--- config.mk ---
export PLATFORM = sky130hd
export DESIGN_NAME = spi_seq_master
export DESIGN_NICKNAME = d
export VERILOG_FILES = /design/src/rtl/spi_seq_pkg.sv /design/src/rtl/spi_seq_timer.sv /design/src/rtl/spi_seq_shifter.sv /design/src/rtl/spi_seq_master.sv
export SDC_FILE = /design/constraint.sdc
export NUM_CORES = 1
export LEC_CHECK = 0
export BUFFER_PORTS_ARGS = -buffer_cell sky130_fd_sc_hd__buf_2
export CORE_MARGIN = 2
export CORE_UTILIZATION = 30
export CTS_CLUSTER_DIAMETER = 30
export DETAILED_ROUTE_END_ITERATION = 16
export PLACE_DENSITY = 0.56
export SYNTH_ARGS = -nofsm -noshare
export SYNTH_HDL_FRONTEND = slang
export SYNTH_SLANG_ARGS = --single-unit
--- constraint.sdc ---
create_clock -name clk -period 2.95 [get_ports clk]
set_input_delay 0.59 -clock clk [delete_from_list [all_inputs] [get_ports clk]]
set_output_delay 0.59 -clock clk [all_outputs]
set_load 0.02 [all_outputs]
--- src/rtl/spi_seq_pkg.sv ---
package spi_seq_pkg;
  localparam int CFG_W = 8;

  typedef enum logic [2:0] {
    ST_IDLE,
    ST_REFUSE,
    ST_GAP,
    ST_TRAIL,
    ST_LEAD,
    ST_SHIFT
  } st_e;

  // number of module clocks in one SCK half period: ceil(div/2)
  function automatic logic [CFG_W-1:0] half_cycles(input logic [CFG_W-1:0] div);
    return {1'b0, div[CFG_W-1:1]} + {{(CFG_W-1){1'b0}}, div[0]};
  endfunction

  // timer load for a delay field: zero behaves like one cycle
  function automatic logic [CFG_W-1:0] delay_load(input logic [CFG_W-1:0] d);
    return (d == '0) ? '0 : d - 1'b1;
  endfunction

  function automatic logic [CFG_W-1:0] half_load(input logic [CFG_W-1:0] div);
    return half_cycles(div) - 1'b1;
  endfunction
endpackage

--- src/rtl/spi_seq_timer.sv ---
module spi_seq_timer #(
  parameter int W = 8
) (
  input  logic         clk,
  input  logic         rst_n,
  input  logic         load,
  input  logic [W-1:0] load_val,
  output logic         expired
);
  logic [W-1:0] cnt_q;

  always_ff @(posedge clk or negedge rst_n) begin
    if (!rst_n)              cnt_q <= '0;
    else if (load)           cnt_q <= load_val;
    else if (cnt_q != '0)    cnt_q <= cnt_q - 1'b1;
  end

  assign expired = (cnt_q == '0);
endmodule

--- src/rtl/spi_seq_shifter.sv ---
module spi_seq_shifter #(
  parameter int DW = 8
) (
  input  logic          clk,
  input  logic          rst_n,
  input  logic          load,
  input  logic [DW-1:0] load_val,
  input  logic          shift_out,
  input  logic          shift_in,
  input  logic          miso,
  output logic          mosi,
  output logic [DW-1:0] rx
);
  logic [DW-1:0] tx_q, rx_q;

  always_ff @(posedge clk or negedge rst_n) begin
    if (!rst_n) begin
      tx_q <= '0;
      rx_q <= '0;
    end else begin
      if (load)           tx_q <= load_val;
      else if (shift_out) tx_q <= {tx_q[DW-2:0], 1'b0};
      if (shift_in)       rx_q <= {rx_q[DW-2:0], miso};
    end
  end

  assign mosi = tx_q[DW-1];
  assign rx   = rx_q;
endmodule

--- src/rtl/spi_seq_master.sv ---
module spi_seq_master
  import spi_seq_pkg::*;
#(
  parameter int NCS = 4,
  parameter int DW  = 8
) (
  input  logic                 clk,
  input  logic                 rst_n,
  input  logic                 req_valid,
  input  logic [$clog2(NCS)-1:0] req_sel,
  input  logic [DW-1:0]        req_wdata,
  input  logic                 req_keep,
  output logic                 req_ack,
  output logic [DW-1:0]        req_rdata,
  output logic                 req_err,
  input  logic [NCS*CFG_W-1:0] cfg_div,
  input  logic [NCS*CFG_W-1:0] cfg_lead,
  input  logic [NCS*CFG_W-1:0] cfg_trail,
  input  logic [CFG_W-1:0]     cfg_swap_gap,
  output logic                 sck,
  output logic                 mosi,
  input  logic                 miso,
  output logic [NCS-1:0]       cs_n
);
  localparam int CSW = $clog2(NCS);
  localparam int BW  = $clog2(DW);
  localparam logic [BW-1:0] LAST_BIT = BW'(DW - 1);

  st_e              state_q;
  logic [CSW-1:0]   cur_sel_q, last_sel_q;
  logic             cs_on_q, last_valid_q, keep_q, sck_q, ack_q;
  logic [CFG_W-1:0] div_q, lead_q;
  logic [BW-1:0]    bit_q;

  // selected configuration for the incoming request
  logic [CFG_W-1:0] sel_div, sel_lead, sel_trail;
  assign sel_div   = cfg_div  [req_sel*CFG_W +: CFG_W];
  assign sel_lead  = cfg_lead [req_sel*CFG_W +: CFG_W];
  assign sel_trail = cfg_trail[req_sel*CFG_W +: CFG_W];

  // named internal events
  logic accept, refuse, start_ok, same_sel, t_exp;
  logic rise_ev, fall_ev, last_bit, frame_end;
  assign accept    = (state_q == ST_IDLE) && req_valid;
  assign refuse    = accept && (sel_div == '0);
  assign start_ok  = accept && (sel_div != '0);
  assign same_sel  = last_valid_q && (req_sel == last_sel_q);
  assign rise_ev   = (state_q == ST_SHIFT) && t_exp && !sck_q;
  assign fall_ev   = (state_q == ST_SHIFT) && t_exp &&  sck_q;
  assign last_bit  = (bit_q == LAST_BIT);
  assign frame_end = fall_ev && last_bit;

  // timer reload decisions
  logic             t_load;
  logic [CFG_W-1:0] t_val;
  always_comb begin
    t_load = 1'b0;
    t_val  = '0;
    if (start_ok) begin
      t_load = 1'b1;
      t_val  = delay_load(same_sel ? sel_trail : cfg_swap_gap);
    end else if (t_exp) begin
      case (state_q)
        ST_GAP:   begin t_load = 1'b1; t_val = delay_load(lead_q); end
        ST_TRAIL: begin t_load = 1'b1; t_val = cs_on_q ? half_load(div_q) : delay_load(lead_q); end
        ST_LEAD,
        ST_SHIFT: begin t_load = 1'b1; t_val = half_load(div_q); end
        default:  ;
      endcase
    end
  end

  spi_seq_timer #(.W(CFG_W)) i_timer (
    .clk(clk), .rst_n(rst_n), .load(t_load), .load_val(t_val), .expired(t_exp)
  );

  spi_seq_shifter #(.DW(DW)) i_shifter (
    .clk(clk), .rst_n(rst_n), .load(start_ok), .load_val(req_wdata),
    .shift_out(fall_ev && !last_bit), .shift_in(rise_ev), .miso(miso),
    .mosi(mosi), .rx(req_rdata)
  );

  always_ff @(posedge clk or negedge rst_n) begin
    if (!rst_n) begin
      state_q      <= ST_IDLE;
      cur_sel_q    <= '0;
      last_sel_q   <= '0;
      cs_on_q      <= 1'b0;
      last_valid_q <= 1'b0;
      keep_q       <= 1'b0;
      sck_q        <= 1'b0;
      ack_q        <= 1'b0;
      div_q        <= '0;
      lead_q       <= '0;
      bit_q        <= '0;
    end else begin
      ack_q <= 1'b0;
      case (state_q)
        ST_IDLE: begin
          if (refuse) state_q <= ST_REFUSE;
          else if (start_ok) begin
            cur_sel_q <= req_sel;
            keep_q    <= req_keep;
            div_q     <= sel_div;
            lead_q    <= sel_lead;
            if (same_sel) state_q <= ST_TRAIL;
            else begin
              cs_on_q <= 1'b0;
              state_q <= ST_GAP;
            end
          end
        end
        ST_REFUSE: state_q <= ST_IDLE;
        ST_GAP: if (t_exp) begin
          cs_on_q <= 1'b1;
          state_q <= ST_LEAD;
        end
        ST_TRAIL: if (t_exp) begin
          if (cs_on_q) begin
            state_q <= ST_SHIFT;
            bit_q   <= '0;
          end else begin
            cs_on_q <= 1'b1;
            state_q <= ST_LEAD;
          end
        end
        ST_LEAD: if (t_exp) begin
          state_q <= ST_SHIFT;
          bit_q   <= '0;
        end
        ST_SHIFT: begin
          if (rise_ev) begin
            sck_q <= 1'b1;
            if (last_bit) ack_q <= 1'b1;
          end else if (fall_ev) begin
            sck_q <= 1'b0;
            if (frame_end) begin
              state_q      <= ST_IDLE;
              cs_on_q      <= keep_q;
              last_sel_q   <= cur_sel_q;
              last_valid_q <= 1'b1;
            end else begin
              bit_q <= bit_q + 1'b1;
            end
          end
        end
        default: state_q <= ST_IDLE;
      endcase
    end
  end

  for (genvar g = 0; g < NCS; g++) begin : g_sel
    assign cs_n[g] = !(cs_on_q && (cur_sel_q == CSW'(g)));
  end

  assign sck     = sck_q;
  assign req_ack = ack_q;
  assign req_err = (state_q == ST_REFUSE);
endmodule

Yosys cells after proc, flatten, opt, wreduce, memory -nomap -nowiden
Cells that the tools add are included.
{ "op_classes": {"n_addsub": 6, "n_eq_ne": 23, "shift": 3, "n_mux": 45, "bitwise_logic": 2, "n_reduce_logical": 41} }
{ "op_table": {"columns": ["operator", "n"], "rows": [
  ["$shiftx 32x6->8", 3],
  ["$mux 8", 10],
  ["$mux 3", 14],
  ["$logic_not 8->1", 4],
  ["$sub 8x1->8 const B", 4],
  ["$pmux 8 s3", 1],
  ["$ne 2x2->1 const B", 10],
  ["$mux 1", 17],
  ["$reduce_bool 8->1", 2],
  ["$pmux 3 s5", 1],
  ["$reduce_and 7->1", 2],
  ["$logic_and 1x1->1", 13],
  ["$eq 3x3->1 const B", 3],
  ["$pmux 3 s3", 1],
  ["$add 7x1->8", 1],
  ["$reduce_and 8->1", 1],
  ["$eq 3x2->1 const B", 2],
  ["$logic_not 1->1", 6],
  ["$reduce_bool 2->1", 3],
  ["$reduce_bool 3->1", 2],
  ["$eq 2x2->1 const B", 2],
  ["$ne 2x1->1 const B", 2],
  ["$reduce_and 4->1", 1],
  ["$reduce_or 2->1", 2],
  ["12 further kinds", 13]
]} }
{ "word_totals": {"register_bits": 55, "input_bits": 119, "out_inout_bits": 16, "word_cells": 134} }

Logic depth before layout (Yosys ltp)
Gate-level depths: netlist of the first run.
{ "depth": {"ltp_word": 8, "mapped_depth": 13, "mapped_depth_nobuf": 9} }

Modules after synthesis
Synthesis of the first run repeated with hierarchy kept, for this count alone.
{ "unflattened": {"cells_unflattened": 362, "hier_area_um2": 3970.1} }
{ "modules_own_cells": {"columns": ["module", "n_inst", "cells_each", "area_each_um2", "seq_area_each_um2"], "rows": [
  ["spi_seq_master", 1, 255, 2775.2, 775.7],
  ["spi_seq_shifter", 1, 51, 700.7, 400.4],
  ["spi_seq_timer", 1, 56, 494.2, 200.2]
]} }

Least setup slack after synthesis of the first run
No wires, ideal clock.
{ "synth_path": {"path_kind": "input to register", "start": "in req_sel[0]", "end": "reg i_timer.cnt_q[5]", "setup_time_ns": 0.139, "t_arrival_ns": 2.770, "required_time_ns": 2.811, "setup_slack_ns": 0.042, "cell_stages": 12, "n_path_buf": 4, "cell_sequence": "buf_6 buf_6 buf_6 mux4_2 mux2i_1 ha_1 nor2b_1 a32oi_1 or3_1 buf_2 nand2_2 o22ai_1"} }
{ "synth_between": {"elab_chain_len": 7, "word_cells_on_any_way": 14, "cone_classes": "1 x add/sub; 1 x eq/ne; 2 x shift; 5 x mux; 5 x reduce/logical"} }
{ "synth_lines": {"columns": ["item", "line_no", "rtl"], "rows": [
  ["start: declaration", "spi_seq_master.sv:10", "input logic [$clog2(NCS)-1:0] req_sel,"],
  ["parallel branches: the longest is 7 deep, another holds $sub 8x1->8", null, null],
  ["end signal: assignment", "spi_seq_timer.sv:14", "else if (load) cnt_q <= load_val;"],
  ["end signal: assignment", "spi_seq_timer.sv:15", "else if (cnt_q != '0) cnt_q <= cnt_q - 1'b1;"],
  ["end: declaration", "spi_seq_timer.sv:10", "logic [W-1:0] cnt_q;"]
]} }
Parallel ways; which one is timed is not known.
A chain may end at the register's enable or synchronous reset.

Worst setup path after layout of the first run
Same ends and word-level chain as after synthesis.

==> impl_metrics.csv, run 1 <==
group,metric,value,unit
status,status,"finished, final reports clean",
finish,syn2layout_area_growth,29.2,%
timing,fin_crit,2630,ps
die,die_h,118,microns
die,initial_utilization,30.9,%
worst_setup_path,endpoint_kind,"flip-flop",
detailed_routing,wl_per_cell,14.9,microns
finish,layout-drive-gt1-share,44.2,%
global_route,grt_max_degree,28,
die,core,12700,sq um
timing,hold_violations,0,
detailed_routing,first_pass_iters,4,
synth,synthAdderAreaFrac,3.20,%
clock_network,cts.sink_count,55,
synth,synth_warnings,0,
synth,synth_cell_type_count,54,
timing,setup_violations,0,
finish,fill_cells,1251,
clock_network,cts-root-buf,"clkbuf_16",
worst_setup_path,cp_max_fo,6,
place,dp_hpwl,8320,microns
global_route,grt_pass1_vias,3455,
place,finalWeightedCongestion,0.898,
timing,setup_tns,0,ps
place,port_buffers,134,
detailed_routing,drt_iter0_markers,181,
timing,setup_ws,320,ps
pwr,power_leakage,2.34,nW
synth,ys.flop_type,"dfrtp_1",
synth,synthMuxAreaShare,24.9,%
finish,fin_cells,679,
timing,worstMarginPinSlew,637,ps
synth,synth-compound-area-share,11.3,%
synth,synthXorXnorAreaFrac,4.70,%
global_route,grt_pass1_wl,17000,microns
clock_network,cts_tree,"yes",
synth,synthCells,363,
synth,synth_sequential_area_ratio,35.2,%
min_path,hold_class,"in2async",
finish,nets,635,
finish,final_common_cell,"buf_2",
place,dp.cells,671,
worst_setup_path,worstSetupStartpointType,"primary input",
synth,syn_nets,492,
clock_network,ctsLongestPathBuffers,2,
synth,synth_top_family_by_area,"multiplexers",
pwr,power_density,704,nW/um^2
detailed_routing,wl,10100,microns
timing,min_period_over_period,89.2,%
global_route,grt_usage,14.8,%
worst_setup_path,worst_ep_arrival_time,2780,ps
clock_network,cts_buffers,5,
detailed_routing,ant_nets,0,
timing,max_freq,380,MHz
clock_network,path_clk_slew,70,ps
die,fp.dieW,118,microns
synth,synth_simple_gate_area_share,16.4,%
timing,slew_headroom,57.3,%
synth,synth-seq-cells,55,
global_route,grt.overflow.total,0,
timing,drv_slew,0,
pwr,vdd_drop_max,0.334,mV
worst_setup_path,critPathLaunch,"req_sel[0]",
synth,synth_edf_count,0,
synth,async_flop_share,100,%
die,die_area,14000,sq um
finish,final_util,39.9,%
detailed_routing,drc,0,
synth,syn_area_per_cell,10.8,sq um
clock_network,insertion_delay,290,ps
worst_setup_path,r2r_slack,450,ps
clock_network,post-cts-setup-buffer-count,0,
clock_network,postCtsHoldBufs,0,
worst_setup_path,r2r_start,"lead_q[0]",
flow_run,cap_viol_max_count,0,
timing,grt_setup_unrepaired,"no",
worst_setup_path,path_class,"in2reg",
die,row_count,41,
die,ios,135,
finish,mostFrequentLayoutCells,"buf_2 (134), dfrtp_1 (55), nand2_1 (43)",
clock_network,cts-resized-gates,0,
timing,fin_skew,5.55,ps
synth,syn_area,3910,sq um
global_route,antenna_found_initial,0,
place,dp_slack,81.4,ps
clock_network,htree_levels,2,
worst_setup_path,required,3100,ps
finish,num_antenna_cells,0,
detailed_routing,via_per_inst,4.98,
detailed_routing,num_vias,3379,
registers in the layout, summed over array words and instances, names as in the netlist, 2 cells and up:
name            flops
i_timer.cnt_q       8
state_q             3
lead_q              8
cur_sel_q           2
i_shifter.rx        8
div_q               8
i_shifter.tx_q      8
bit_q               3
last_sel_q          2
per-stage QoR:
stage                     power, mW  hold WS (ps)  instance area (sq um)
after global placement         2.78           462                   4870
after detailed placement       2.81           452                   4870
after CTS                      3.57           317                   5050
after floorplan                2.32           294                   3910
final                          3.56           291                   5050
after global routing           3.80           331                   5050
path summary, 6_finish.rpt:
check | to | cells past startpoint
setup / recovery | i_timer.cnt_q[5] | 8
hold / removal | i_shifter.rx[0] | 1
setup reg to reg | i_timer.cnt_q[5] | 7
hold reg to reg | last_valid_q | 1
max in group asynchronous | i_timer.cnt_q[1] | 2
min in group clk | last_valid_q | 1
logic make-up after synthesis:
group,after synthesis
compound gates,69
xor+xnor,21
fa+ha+maj,10
buf+inv,31
flops,55
mux,59
simple gates,118
synth_stat cells (all sizes together), types with 3 or more instances:
master	count	area share, %
nor3	14	2.0
nand2	44	4.3
nor4	10	2.5
mux2	24	8.2
ha	10	3.2
xnor2	10	2.2
dfrtp	55	35
nand3	7	0.90
a31oi	3	0.48
o211ai	3	0.58
a221oi	4	0.90
nand3b	5	0.96
mux2i	11	2.8
inv	12	1.2
nor2	14	1.4
or3	3	0.48
a22oi	8	1.5
nor2b	5	0.80
o21ai	19	2.4
nand2b	5	0.80
o22ai	8	1.3
xor2	11	2.5
clkbuf	7	0.67
a21oi	12	1.6
buf	12	2.5
mux4	24	14
layout make-up:
cell class	count	area [sq um]	share of cell area [%]
multi-input combinational	277	2380	47.0
sequential	55	1380	27.2
timing repair buffer	155	853	16.9
tap	172	215	4.26
clock buffer	6	129	2.55
clock inverter	2	60.1	1.19
inverter	12	45.0	0.891
critical path, stage by stage:
cell	delay, ps
buf_2	200
buf_4	220
mux4_2	560
nor4_1	330
a22oi_1	190
or3_1	480
nand2_2	120
o22ai_1	80
power by group:
part / internal (mW) / switching [mW] / leakage, nW / total, mW
clock network: 0.487 / 0.260 / 0.0911 / 0.747
registers: 1.02 / 0.301 / 0.691 / 1.32
logic: 0.760 / 0.732 / 1.56 / 1.49
per-layer routing:
layer  up-vias  GRT usage, %  part of all wire (%)
met5         -             0                     0
met4         0          3.24                   1.4
met3        10          2.17                   4.1
met2        97          26.0                    50
met1      1623          19.2                    44
li1       1649             -                     -
Power figures use the tool's default switching activity.
==> run 2, diff against run 1 <==
- CORE_MARGIN: 2 -> 3
- SETUP_SLACK_MARGIN: default -> 0.4
==> run 2 against run 1 <==
Net effect:
- flip-flop and latch count is the same
- sequential power is essentially flat
- worst hold slack worse by 46 ps
- highest routed layer unchanged
==> impl_metrics.csv, run 2 (synthesized netlist as in run 1, its figures left out) <==
group,metric,value,unit
die,core,12700,sq um
worst_setup_path,r2r.worst_path.cells,8,
timing,fin_skew,8.38,ps
worst_setup_path,worst_ep_arrival_time,2580,ps
timing,min_period_over_period,81.4,%
pwr,vdd_drop_max,0.331,mV
die,ios,135,
worst_setup_path,r2r_start,"lead_q[0]",
timing,max_freq,417,MHz
place,port_buffers,134,
timing,hold_violations,0,
finish,fin_cells,674,
timing,slew_headroom,39.2,%
worst_setup_path,r2r_slack,560,ps
worst_setup_path,endpoint_kind,"flip-flop",
finish,syn2layout_area_growth,29.6,%
detailed_routing,first_pass_iters,4,
worst_setup_path,worst-path-buf-inv,3,
worst_setup_path,r2r_end,"i_timer.cnt_q[5]",
worst_setup_path,crit_path_top_delay_cell,"mux4_2",
clock_network,insertion_delay,290,ps
detailed_routing,wl,10100,microns
worst_setup_path,crit_path_cell_trace,"clkbuf_4, buf_12, mux4_2, nor4_4, a21oi_4, buf_6, mux2_4",
timing,worstMarginPinSlew,907,ps
clock_network,cts-root-buf,"clkbuf_16",
finish,num_antenna_cells,0,
timing,setup_violations,0,
status,status,"finished, final reports clean",
detailed_routing,ant_nets,0,
timing,drv_slew,0,
timing,fin_crit,2400,ps
worst_setup_path,worstSetupStartpointType,"primary input",
worst_setup_path,cpLargestDelayFamily,"multiplexers",
global_route,antenna_found_initial,0,
clock_network,path_clk_slew,70,ps
timing,setup_tns,0,ps
clock_network,ctsLongestPathBuffers,2,
worst_setup_path,required,3130,ps
global_route,grt.overflow.total,0,
die,initial_utilization,30.9,%
detailed_routing,drt_iter0_markers,103,
detailed_routing,wl_per_cell,15.0,microns
global_route,grt_pass1_wl,16700,microns
clock_network,htree_levels,2,
place,finalWeightedCongestion,0.851,
global_route,grt_max_degree,30,
place,dp.cells,665,
flow_run,cap_viol_max_count,0,
global_route,grt_usage,14.2,%
detailed_routing,num_vias,3385,
clock_network,cts_tree,"yes",
pwr,power_density,682,nW/um^2
worst_setup_path,max_stage_delay,570,ps
finish,layout-drive-gt1-share,45.0,%
min_path,hold_class,"in2async",
detailed_routing,drc,0,
finish,final_common_cell,"buf_2",
detailed_routing,via_per_inst,5.02,
timing,hold_slack,245,ps
clock_network,cts_buffers,5,
clock_network,cts.sink_count,55,
place,dp_hpwl,8330,microns
clock_network,postCtsHoldBufs,0,
die,die_h,120,microns
pwr,power_leakage,2.31,nW
finish,mostFrequentLayoutCells,"buf_2 (133), dfrtp_1 (55), nand2_1 (43)",
timing,grt_setup_unrepaired,"no",
worst_setup_path,path_class,"in2reg",
global_route,grt_pass1_vias,3424,
die,die_area,14500,sq um
worst_setup_path,cp_max_fo,23,
die,row_count,41,
die,fp.dieW,120,microns
finish,nets,630,
[run 2: cell types whose count changed in the layout (fill, tap and decap cells not counted), moves of 2 or more]
| cell | change |
|---|---|
| buf_4 | -7 |
| buf_6 | +2 |
| mux2i_1 | -2 |
| nor4_2 | -2 |
| nor4_4 | +2 |
| or3_1 | -2 |
| or3_4 | +2 |
[run 2: final cells by class]
class	count	area, sq um
sequential	55	1380
inverter	12	45.0
multi-input combinational	277	2430
timing repair buffer	150	826
fill	1238	7600
clock buffer	6	139
clock inverter	2	35.0
tap	172	215
[run 2: worst max-delay path by stage]
stage / startpoint / to / slack [ps] / cells past startpoint
final: req_sel[0] / lead_q[4] / 550 / 7
after global routing: req_sel[0] / i_timer.cnt_q[4] / 430 / 8
after CTS: req_sel[1] / i_timer.cnt_q[5] / 420 / 10
after detailed placement: req_sel[0] / lead_q[4] / 30 / 7
after global placement: req_sel[0] / lead_q[6] / 100 / 7
after floorplan: req_sel[1] / i_timer.cnt_q[5] / 140 / 13
[run 2: report_power, final]
group          switching, mW  internal (mW)  total [mW]
Combinational          0.702          0.758        1.46
Sequential             0.299           1.02        1.32
Clock                  0.261          0.422       0.683
[run 2: through the flow]
stage / power [mW] / cell area [sq um] / setup slack, ps / util (%)
2_1_floorplan: 2.33 / 3990 / 137 / -
3_3_place_gp: 2.75 / 4850 / 102 / 38.3
3_5_place_dp: 2.77 / 4850 / 26.5 / 38.3
4_1_cts: 3.48 / 5040 / 416 / 39.8
5_1_grt: 3.74 / 5070 / 428 / 40.0
6_report: 3.46 / 5070 / 550 / 40.0
[run 2: layer usage]
layer / global-route usage, % / up-vias / routed length (microns)
met2: 24.3 / 113 / 4860
met1: 19.1 / 1632 / 4540
li1: - / 1634 / -
met5: 0 / - / 0
met3: 2.53 / 6 / 623
met4: 2.41 / 0 / 71
[run 2: timing repair]
action                     CTS  global route
buffers inserted             0             1
gates resized for setup      3             5
setup endpoints to repair   20            26
pin swaps                    0             2
==> run 3, diff against run 2 <==
- clock period: 2.95 -> 2.45 ns (I/O delays scaled with it)
==> run 3 against run 2 <==
Net effect:
- sequential share of layout area is 3.1 points lower
- first-iteration DRC count grew to 2.8 times the previous value
- routed wire length is 11% higher
- die area stayed put
- sequential power is 21% higher
- critical path depth is 3 higher
- global-route usage is 0.73 points higher
- critical path type is now reg2reg
- largest power group unchanged
==> impl_metrics.csv, run 3 (synthesized netlist as in run 1, its figures left out) <==
group,metric,value,unit
timing,hold_violations,0,
die,initial_utilization,30.9,%
finish,nets,668,
finish,mostFrequentLayoutCells,"buf_2 (133), dfrtp_1 (55), buf_4 (36)",
timing,fin_skew,6.27,ps
die,row_count,41,
status,status,"finished, final reports clean",
clock_network,path_clk_slew,70,ps
global_route,grt_pass1_vias,3652,
finish,syn2layout_area_growth,46.5,%
detailed_routing,first_pass_iters,4,
finish,layout-drive-gt1-share,54.6,%
clock_network,htree_levels,2,
timing,fin_crit,2340,ps
clock_network,cts_tree,"yes",
timing,worstMarginPinSlew,451,ps
timing,min_period_over_period,95.5,%
detailed_routing,ant_nets,0,
worst_setup_path,r2r_slack,110,ps
worst_setup_path,max_stage_delay,430,ps
detailed_routing,wl,11200,microns
global_route,grt_max_degree,21,
detailed_routing,drt_iter0_markers,289,
timing,setup_violations,0,
finish,final_cell_area,5740,sq um
flow_run,cap_viol_max_count,0,
die,die_h,120,microns
worst_setup_path,path_class,"reg2reg",
finish,fill_cells,1203,
detailed_routing,via_per_inst,5.03,
global_route,grt.overflow.total,0,
pwr,finalPower,4.55,mW
place,post_dp_cell_area,5020,sq um
clock_network,cts.sink_count,55,
timing,drv_slew,0,
clock_network,cts-root-buf,"clkbuf_16",
global_route,grt_pass1_wl,17700,microns
worst_setup_path,cp_max_fo,3,
pwr,power_leakage,2.62,nW
timing,grt_setup_unrepaired,"yes",
clock_network,insertion_delay,300,ps
worst_setup_path,endpoint_kind,"flip-flop",
finish,fin_cells,712,
clock_network,cts_buffers,5,
global_route,grt_usage,14.9,%
detailed_routing,num_vias,3578,
finish,num_antenna_cells,0,
timing,setup_tns,0,ps
timing,max_freq,428,MHz
clock_network,postCtsHoldBufs,0,
die,core,12700,sq um
detailed_routing,drc,0,
finish,final_common_cell,"buf_2",
worst_setup_path,worstSetupStartpointType,"flip-flop",
timing,slew_headroom,69.6,%
global_route,antenna_found_initial,0,
die,ios,135,
place,dp_hpwl,8510,microns
place,dp.cells,686,
worst_setup_path,worst_ep_arrival_time,2570,ps
pwr,power_density,794,nW/um^2
place,port_buffers,134,
place,finalWeightedCongestion,0.842,
pwr,vdd_drop_max,0.456,mV
die,die_area,14500,sq um
worst_setup_path,crit_path_top_delay_cell,"or3_4",
worst_setup_path,crit_path_cell_trace,"xor2_2, or3_4, mux2i_4, buf_4, ha_4, nor2b_1, a32oi_1, xor2_1, nand2_1, a21oi_2",
clock_network,ctsLongestPathBuffers,2,
min_path,hold_class,"in2async",
die,fp.dieW,120,microns
timing,hold_slack,127,ps
worst_setup_path,required,2680,ps
detailed_routing,wl_per_cell,15.7,microns
-- run 3: what timing repair did --
item / in CTS / in global routing
buffers inserted: 6 / 5
pin swaps: 11 / 12
cloned: 3 / 4
gates resized for setup: 21 / 44
endpoints found under the setup margin: 48 / 51
-- run 3: area by class of cell --
cell class	instances	area (sq um)	area share (%)
Multi-Input combinational cell	277	2610	45.4
Sequential cell	55	1380	24.0
Timing Repair Buffer	188	1300	22.7
Tap cell	172	215	3.75
Clock buffer	5	125	2.18
Clock inverter	3	67.6	1.18
Inverter	12	45.0	0.785
-- run 3: through the flow --
step | util (%) | worst slack (ps)
floorplan | - | -259
finish | 45.3 | 111
detailed placement | 39.6 | -221
CTS | 43.0 | 120
global placement | 39.6 | -163
global route | 45.3 | 22.2
-- run 3: metal layers --
| layer | GRT usage, % | vias to the layer above | wire, microns |
|---|---|---|---|
| met4 | 2.41 | 0 | 100 |
| li1 | - | 1711 | - |
| met1 | 19.9 | 1722 | 4750 |
| met3 | 3.18 | 13 | 788 |
| met2 | 25.5 | 132 | 5560 |
| met5 | 0 | - | 0 |
-- run 3: critical path, delay by kind of cell, from the launching register on --
| family | cells | cell delay (ps) |
|---|---|---|
| AOI/OAI and AO/OA | 2 | 350 |
| xor gates and xnor gates | 2 | 350 |
| adders and majority gates | 1 | 160 |
| buffers and inverters | 1 | 150 |
| DFF | 1 | 410 |
| muxes | 1 | 200 |
| and+or+nand+nor | 3 | 640 |
-- run 3: report_power, final --
group | leakage, nW | internal [mW] | total [mW] | switching (mW)
Combinational | 1.84 | 1.07 | 2.04 | 0.971
Sequential | 0.691 | 1.22 | 1.60 | 0.373
Clock | 0.0900 | 0.586 | 0.916 | 0.330
-- run 3: path summary, 6_finish.rpt --
| path | start | to | depth (start not counted) |
|---|---|---|---|
| max reg2reg | last_sel_q[1] | i_timer.cnt_q[4] | 10 |
| min reg2reg | last_valid_q | last_valid_q | 1 |
| max in group asynchronous | rst_n | state_q[0] | 2 |
| min in group clk | req_wdata[1] | i_shifter.tx_q[1] | 3 |
| max | last_sel_q[1] | i_timer.cnt_q[4] | 10 |
| min | rst_n | i_shifter.rx[1] | 1 |
